--- config.mk ---
export PLATFORM = sky130hd
export DESIGN_NAME = arb_bus_tx
export DESIGN_NICKNAME = d
export VERILOG_FILES = /design/src/rtl/arb_bus_tx.sv
export SDC_FILE = /design/constraint.sdc
export NUM_CORES = 1
export LEC_CHECK = 0
export CORE_ASPECT_RATIO = 1.2
export CORE_UTILIZATION = 25
export DETAILED_ROUTE_END_ITERATION = 12
export PLACE_DENSITY = 0.47
export SLEW_MARGIN = 20
export SYNTH_ARGS = -nofsm -noshare
export SYNTH_HDL_FRONTEND = slang
export SYNTH_SLANG_ARGS = --single-unit
export TNS_END_PERCENT = 30
--- constraint.sdc ---
create_clock -name clk -period 15.4 [get_ports clk]
set_input_delay 3.08 -clock clk [delete_from_list [all_inputs] [get_ports clk]]
set_output_delay 3.08 -clock clk [all_outputs]
set_load 0.02 [all_outputs]
--- src/rtl/arb_bus_tx.sv ---
module arb_bus_tx #(
  parameter int DIV_W  = 16,
  parameter int IDLE_W = 10,
  parameter int LEN_W  = 9
) (
  input  logic              clk,
  input  logic              rst_n,
  input  logic [1:0]        mode,
  input  logic              hold_low,
  input  logic [7:0]        idle_wait,
  input  logic [IDLE_W-1:0] permit,
  input  logic [IDLE_W-1:0] max_idle,
  input  logic [1:0]        pre_len,
  input  logic [DIV_W-1:0]  div_ls,
  input  logic [DIV_W-1:0]  div_hs,
  input  logic              tx_req,
  input  logic [LEN_W-1:0]  tx_len,
  input  logic [7:0]        rd_byte,
  input  logic              rx,
  output logic [LEN_W-1:0]  rd_idx,
  output logic              tx,
  output logic              tx_en,
  output logic              bus_idle,
  output logic              tx_done,
  output logic              collision,
  output logic              tx_err
);
  localparam logic [1:0] M_ARB = 2'd1;
  localparam logic [1:0] M_BS  = 2'd2;
  localparam logic [1:0] M_FD  = 2'd3;

  typedef enum logic [1:0] {S_IDLE, S_PRE, S_BRK, S_DATA} st_t;

  st_t               st;
  logic [DIV_W-1:0]  bc;
  logic [3:0]        bitn;
  logic [LEN_W-1:0]  idx;
  logic              fast;
  logic [IDLE_W-1:0] idle;
  logic              cur_bit;

  wire [DIV_W-1:0] div = fast ? div_hs : div_ls;
  wire [DIV_W+1:0] d1 = {2'b00, div} + {{(DIV_W+1){1'b0}}, 1'b1};
  wire [DIV_W+1:0] samp = (d1 + {d1[DIV_W:0], 1'b0}) >> 2;
  wire bit_end = (bc == div);
  wire in_idle = (st == S_IDLE);
  wire in_data = (st == S_DATA);
  wire arb_ph  = (mode == M_ARB) && !fast;

  wire chk_on   = in_data && (mode != M_FD) && ({2'b00, bc} == samp);
  wire coll_hit = chk_on && cur_bit && !rx;
  wire err_hit  = chk_on && !cur_bit && rx;

  wire has_frame = tx_req && (tx_len != '0);
  wire go_perm   = has_frame && (mode != M_BS) && (idle >= permit);
  wire bs_now    = has_frame && (mode == M_BS) && (idle == permit);
  wire bs_late   = has_frame && (mode == M_BS) && (idle >= max_idle);
  wire skip_pre  = (mode == M_ARB) || (pre_len == 2'd0);

  assign rd_idx   = idx;
  assign bus_idle = in_idle && (idle >= {{(IDLE_W-8){1'b0}}, idle_wait});

  always_comb begin
    case (bitn)
      4'd0:    cur_bit = 1'b0;
      4'd9:    cur_bit = 1'b1;
      default: cur_bit = rd_byte[3'(bitn - 4'd1)];
    endcase
  end

  always_comb begin
    tx    = 1'b1;
    tx_en = 1'b0;
    case (st)
      S_PRE:  tx_en = 1'b1;
      S_BRK: begin
        tx_en = 1'b1;
        tx    = (bitn == 4'd10);
      end
      S_DATA: begin
        tx_en = arb_ph ? !cur_bit : 1'b1;
        tx    = (arb_ph && hold_low) ? 1'b0 : cur_bit;
      end
      default: ;
    endcase
  end

  always_ff @(posedge clk) begin
    if (!rst_n) begin
      st        <= S_IDLE;
      bc        <= '0;
      bitn      <= '0;
      idx       <= '0;
      fast      <= 1'b0;
      idle      <= '0;
      tx_done   <= 1'b0;
      collision <= 1'b0;
      tx_err    <= 1'b0;
    end else begin
      tx_done   <= 1'b0;
      collision <= 1'b0;
      tx_err    <= 1'b0;
      case (st)
        S_IDLE: begin
          if (bs_late || go_perm || bs_now) begin
            st   <= bs_late ? S_BRK : (skip_pre ? S_DATA : S_PRE);
            bc   <= '0;
            bitn <= '0;
            idx  <= '0;
            fast <= 1'b0;
            idle <= '0;
          end else if (!rx) begin
            bc   <= '0;
            idle <= '0;
          end else if (bit_end) begin
            bc <= '0;
            if (idle != '1) idle <= idle + IDLE_W'(1);
          end else begin
            bc <= bc + DIV_W'(1);
          end
        end
        S_PRE: begin
          if (bit_end) begin
            bc <= '0;
            if (bitn + 4'd1 == {2'b00, pre_len}) begin
              st   <= S_DATA;
              bitn <= '0;
            end else begin
              bitn <= bitn + 4'd1;
            end
          end else begin
            bc <= bc + DIV_W'(1);
          end
        end
        S_BRK: begin
          if (bit_end) begin
            bc <= '0;
            if (bitn == 4'd10) begin
              st   <= S_DATA;
              bitn <= '0;
            end else begin
              bitn <= bitn + 4'd1;
            end
          end else begin
            bc <= bc + DIV_W'(1);
          end
        end
        S_DATA: begin
          if (coll_hit) begin
            st        <= S_IDLE;
            collision <= 1'b1;
            bc        <= '0;
            bitn      <= '0;
            idx       <= '0;
            fast      <= 1'b0;
            idle      <= '0;
          end else begin
            if (err_hit) tx_err <= 1'b1;
            if (bit_end) begin
              bc <= '0;
              if (bitn == 4'd9) begin
                bitn <= '0;
                if (idx + LEN_W'(1) == tx_len) begin
                  st      <= S_IDLE;
                  tx_done <= 1'b1;
                  idx     <= '0;
                  fast    <= 1'b0;
                  idle    <= '0;
                end else begin
                  idx  <= idx + LEN_W'(1);
                  fast <= 1'b1;
                end
              end else begin
                bitn <= bitn + 4'd1;
              end
            end else begin
              bc <= bc + DIV_W'(1);
            end
          end
        end
        default: st <= S_IDLE;
      endcase
    end
  end
endmodule


==> flow_summary.yaml, run 1 <==
routing:
  wl_per_cell_um: 15.07
  drt_iter0_drc: 218
  viasPerCell: 4.991
  vias: 5320
  wirelength_mm: 16.07
  drt_drc_violations_left: 0
  ant_nets: 0
  first_pass_iters: 4
floorplan:
  die_width_um: 136.5
  placement_rows: 58
  dieArea_mm2: 0.02230
  die_height_um: 163.4
  start_util: 0.2569
  pin_count: 101
  placeableCoreArea_mm2: 0.02112
placement:
  pre_cts_ws_ns: 6.513
  post-dp-hpwl_mm: 13.22
  placed_cell_area_mm2: 0.006661
  finalWeightedCongestion: 0.8185
  io_buffers: 100
timing:
  max_freq_mhz: 116.1
  drv_slew: 0
  worst_slack_ns: 6.790
  finalCritPeriodShare: 0.5591
  rsz0062_at_grt: "no"
  finalSetupTns_ns: 0
  relSlewSlack: 0.3229
  skew_ns: 0.003929
  min_period_ns: 8.610
  hold_viol: 0
  worst_slew_pin_slew_ns: 1.006
  setup_viol: 0
job:
  drv_cap: 0
final_layout:
  drive_gt1_frac: 0.05402
  diodes: 0
  nNetsFinal: 937
  n_fill_cell: 2261
  utilization: 0.3226
  finalInstanceArea_mm2: 0.006812
  regArea_um2: 902.1
  multiInputGateArea_mm2: 0.004218
  syn_to_final_growth_pct: 25.55
worst_setup_path:
  path_buf_inv: 2
  crit_slowest_cell: "clkdlybuf4s50_1"
  reg2regPathDepth: 20
  arrival_ns: 5.53
  worstPathRequired_ns: 12.32
  path_class: "in2out"
  startpoint_type: "input port"
  max_stage_delay_ns: 0.55
  worstPathCellList: "clkdlybuf4s50_1 > ha_1 > nand2b_1 > a21o_1 > a21oi_1 > nor2b_1 > o21ai_0 > nand2b_1 > a21oi_1 > nor2b_1 > o21ai_0 > a21boi_0 > clkdlybuf4s50_1"
  crit_fanout: 1
  end_kind: "primary output"
  path_delay_family: "buffers and inverters"
  critical_path_depth: 13
global_route:
  grt_pass1_vias: 5362
  antenna_found_initial: 0
  grt_start_max_net_pins: 40
  grt_pass1_wl_mm: 26.14
  grt_usage: 0.1478
  overflow: 0
synthesis:
  ys_seq_area_frac: 0.1661
  ys_types: 73
  yosysWarnings: 0
  syn_nets: 851
  avgSynthCellArea_um2: 7.652
  synth_edf_count: 0
  synth-seq-cells: 45
  synthFlopType: "dfxtp_1"
  netlist_instances: 709
  netlist_area_mm2: 0.005425
  async_flop_share: 0
clocking:
  cts_resized: 0
  ctsLongestPathBuffers: 2
  clk_pin_slew_ns: 0.07
  cts_buffers: 5
  hold_buffers: 0
  numClockSinks: 45
  insertion_delay_ns: 0.29
  cts_setup_buffers: 0
  cts_tree: "built"
  cts.htree.levels: 2
  cts_root_buf: "clkbuf_16"
power:
  power_density_mw_per_mm2: 63.02
  p_sw_frac: 0.3888
  clkPwrFrac: 0.266
  intPower_w: 0.0002624
  finalPower_w: 0.0004293
  p_leak_nw: 2.622
  p_sw_w: 0.0001669
  ir_drop_v: 0.00003678
  p_seq_frac: 0.293
  pwr-share-comb: 0.440
worst_hold_path:
  whs_path_depth: 2
  hp-class: "reg2reg"
outcome:
  outcome: "completed"
==> cells in the mapped netlist (6+ instances only) <==
master | n | area, um^2
o21ai_0 | 33 | 165.2
nor4_1 | 13 | 81.33
a31oi_1 | 6 | 37.54
xnor2_1 | 47 | 411.6
nand3_1 | 33 | 165.2
a21o_1 | 9 | 67.56
nand2_1 | 62 | 232.7
nand4_1 | 13 | 81.33
clkbuf_1 | 13 | 48.80
o22ai_1 | 6 | 37.54
o211ai_1 | 7 | 52.55
xor2_1 | 30 | 262.8
dfxtp_1 | 45 | 900.9
and2_1 | 6 | 37.54
nor2b_1 | 13 | 81.33
o221a_2 | 7 | 78.83
o21a_1 | 7 | 52.55
inv_1 | 53 | 198.9
and3_1 | 13 | 81.33
nor2_1 | 58 | 217.7
nor3_1 | 13 | 65.06
mux2i_1 | 15 | 150.1
a21oi_1 | 45 | 225.2
ha_1 | 55 | 688.2
nand2b_1 | 12 | 75.07
==> sequential cells by signal (all words and copies together) (netlist names) <==
signal and count:
bc 16, fast 1, idle 10, bitn 4, st 2, collision 1
rd_idx 9, tx_err 1, tx_done 1
==> per-stage QoR <==
step / instances / hold slack [ns]
after floorplan: 709 / 0.4621
after global placement: 1058 / 0.4853
after detailed placement: 1058 / 0.4852
after CTS: 1066 / 0.4949
after global routing: 1066 / 0.5337
final: 1066 / 0.4949
==> layout make-up <==
cell class | count | area share
timing repair buffer | 100 | 0.1470
clock buffer | 5 | 0.01837
sequential | 45 | 0.1324
clock inverter | 3 | 0.003674
multi-input combinational | 589 | 0.6192
tap | 270 | 0.04960
inverter | 54 | 0.02976
==> power groups by stage <==
| stage | registers (W) | clock network [W] | logic (W) |
|---|---|---|---|
| 6_report | 0.000126 | 0.000114 | 0.000189 |
| 5_1_grt | 0.000127 | 0.000121 | 0.000211 |
| 4_1_cts | 0.000126 | 0.000117 | 0.000190 |
| 3_5_place_dp | 0.000129 | 0 | 0.000189 |
| 3_3_place_gp | 0.000129 | 0 | 0.000191 |
| 2_1_floorplan | 0.000127 | 0 | 0.000123 |
==> per-layer routing <==
metal	track usage	wire, um	vias up
li1	-	-	2730
met1	0.1798	7111	2440
met2	0.2649	7913	120
met3	0.01428	604	30
met4	0.05556	438	0
met5	0	0	-
==> path summary, 6_finish.rpt <==
kind | startpoint | slack [ns] | to
hold reg to reg | idle[0] | 0.49 | idle[0]
setup reg to reg | fast | 9.02 | bc[15]
setup / recovery | idle_wait[0] | 6.79 | bus_idle
hold / removal | idle[0] | 0.49 | idle[0]
==> worst register-to-register path: cells and delay by family (launching register included) <==
family	cells	cell delay, ns
flops	1	0.94
xor+xnor	1	0.19
fa+ha+maj	2	0.74
compound gates	5	1.59
simple gates	8	1.82
buf+inv	2	0.21
mux	2	0.74
==> cell families (layout without fill, tap and decap cells) <==
group,after synthesis,count (layout),synth area share
flops,45,45,0.1661
simple gates,260,260,0.2454
xor+xnor,79,79,0.1303
fa+ha+maj,56,56,0.1305
buf+inv,75,162,0.05650
mux,25,25,0.05558
compound gates,169,169,0.2156
==> layout by cell type, fill, tap and decap left out, types with 3 or more instances in the layout <==
master,Yosys,layout
a22oi_1,4,4
a21oi_1,45,45
nand3_1,33,33
nand3b_1,5,5
o21bai_1,5,5
a32oi_1,3,3
or3_1,4,4
o211ai_1,7,7
inv_1,53,53
nor2b_1,13,13
a211oi_1,5,5
o31a_1,4,4
nor3_1,13,13
nand2_1,62,62
nand4b_1,4,4
mux2i_1,15,15
xor2_1,30,30
dfxtp_1,45,44
mux2_2,5,5
and2_1,6,6
nand2b_1,12,12
nand4_2,3,3
xnor2_1,47,47
o21ai_0,33,33
and3_1,13,13
nor2_1,58,58
a21o_1,9,9
clkbuf_16,0,5
clkdlybuf4s50_1,0,100
ha_1,55,55
nand4_1,13,13
o22ai_1,6,6
o21a_1,7,7
nor4_1,13,13
o31ai_1,3,3
o221a_2,7,7
a31oi_1,6,6
No activity file was read; power rests on OpenSTA's default activity.
==> run 2: changes to the inputs <==
==> constraint.sdc (replaced) <==
create_clock -name clk -period 9 [get_ports clk]
set_input_delay 1.8 -clock clk [delete_from_list [all_inputs] [get_ports clk]]
set_output_delay 1.8 -clock clk [all_outputs]
set_load 0.02 [all_outputs]
==> flow_summary.yaml, run 2 (synthesized netlist as in run 1, its figures left out) <==
routing:
  wl_per_cell_um: 14.79
  ant_nets: 0
  drt_iter0_drc: 274
  viasPerCell: 4.928
  vias: 5253
  drt_drc_violations_left: 0
  first_pass_iters: 4
  wirelength_mm: 15.77
global_route:
  overflow: 0
  grt_start_max_net_pins: 40
  grt_pass1_wl_mm: 25.80
  antenna_found_initial: 0
  grt_pass1_vias: 5106
  grt_usage: 0.1443
worst_setup_path:
  end_kind: "register"
  path_class: "in2reg"
  worstPathRequired_ns: 9.15
  rrSetupSlack_ns: 2.63
  max_stage_delay_ns: 0.64
  reg2regPathDepth: 20
  worstPathCellList: "clkdlybuf4s50_1 > mux2i_1 > inv_1 > ha_1 > inv_1 > nor2_1 > and3_1 > nor2b_1 > xnor2_1 > ha_1 > a21oi_1 > o21ai_0 > a41oi_1 > mux2_2 > nor4b_1 > and4_1 > nand4_2 > o41ai_4 > a22oi_1 > nand3_1 > nor2_1"
  arrival_ns: 7.40
  r2r_end: "bc[9]"
  crit-reg2reg-launch: "fast"
  crit_slowest_cell: "o41ai_4"
  crit_fanout: 16
  startpoint_type: "input port"
timing:
  hold_viol: 0
  drv_slew: 0
  max_freq_mhz: 137.9
  finalCritPeriodShare: 0.8056
  min_period_ns: 7.251
  finalSetupTns_ns: 0
  rsz0062_at_grt: "no"
  setup_viol: 0
  skew_ns: 0.008380
  worst_slew_pin_slew_ns: 1.020
  whs_ns: 0.4931
  relSlewSlack: 0.3139
clocking:
  cts.htree.levels: 2
  ctsLongestPathBuffers: 2
  cts_root_buf: "clkbuf_16"
  hold_buffers: 0
  cts_tree: "built"
  insertion_delay_ns: 0.29
  cts_buffers: 5
  cts_resized: 0
  cts_setup_buffers: 0
  clk_pin_slew_ns: 0.07
  numClockSinks: 45
floorplan:
  start_util: 0.2569
  pin_count: 101
  placeableCoreArea_mm2: 0.02112
  dieArea_mm2: 0.02230
  die_height_um: 163.4
  placement_rows: 58
  die_width_um: 136.5
placement:
  finalWeightedCongestion: 0.9162
  post-dp-hpwl_mm: 13.06
  io_buffers: 100
worst_hold_path:
  hp-start: "idle[0]"
  whs_path_depth: 2
  hp-class: "reg2reg"
  worstHoldEndpoint: "idle[0]"
final_layout:
  syn_to_final_growth_pct: 26.29
  n_fill_cell: 2268
  diodes: 0
  regArea_um2: 902.1
  largest-register: "bc"
  layout_commonest_cell: "clkdlybuf4s50_1"
  nNetsFinal: 937
  layout.cells.most_common_list: "100 x clkdlybuf4s50_1, 62 x nand2_1, 58 x nor2_1"
  drive_gt1_frac: 0.05402
  largest_register_ffs: 16
  multiInputGateArea_mm2: 0.004218
power:
  finalPower_w: 0.0007746
  power_density_mw_per_mm2: 113.1
  ir_drop_v: 0.0001508
  p_leak_nw: 2.645
outcome:
  outcome: "completed"
job:
  drv_cap: 0
-- run 2: cell count changes in the layout (fill, tap and decap cells not counted) --
cell	delta
bufinv_16	+2
inv_6	-2
clkinv_2	+1
clkinvlp_4	-1
-- run 2: cell type report --
| type | count | area share |
|---|---|---|
| multi-input cells | 589 | 0.6156 |
| repair buffers | 100 | 0.1461 |
| flip-flops and latches | 45 | 0.1317 |
| well taps | 270 | 0.04931 |
| inverters | 54 | 0.02958 |
| clock buffers | 5 | 0.01826 |
| clock inverters | 3 | 0.009496 |
-- run 2: per-layer routing --
metal / global-route usage / vias up / wire [um]
met5: 0 / - / 0
met1: 0.1775 / 2431 / 7072
met2: 0.2637 / 91 / 7987
met4: 0.03687 / 0 / 280
met3: 0.01459 / 14 / 426
li1: - / 2717 / -
-- run 2: worst max path at each step --
stage,depth (start not counted),from,endpoint
floorplan,22,div_hs[0],bc[10]
global placement,22,div_ls[0],rd_idx[3]
detailed placement,21,div_ls[0],bc[11]
CTS,21,div_ls[0],bc[9]
global route,21,div_ls[0],bc[9]
finish,21,div_ls[0],bc[9]
-- run 2: per-stage QoR --
step	instances	util	area [um^2]	setup slack, ns
3_3_place_gp	1058	0.3154	6661	1.547
2_1_floorplan	709	-	5425	2.875
3_5_place_dp	1058	0.3154	6661	1.486
4_1_cts	1066	0.3244	6852	1.760
5_1_grt	1066	0.3244	6852	1.250
6_report	1066	0.3244	6852	1.749
-- run 2: where the power goes --
part	internal, W	switching [W]
Combinational	0.000138	0.000182
Clock	0.000159	0.0000803
Sequential	0.000206	0.00000949
Total	0.000503	0.000272
-- run 2: critical path: cells and delay by family --
kind            cells  cell delay [ns]
simple gates        8             1.82
mux                 2             0.60
compound gates      5             1.58
buf+inv             3             0.68
xor+xnor            1             0.17
fa+ha+maj           2             0.74
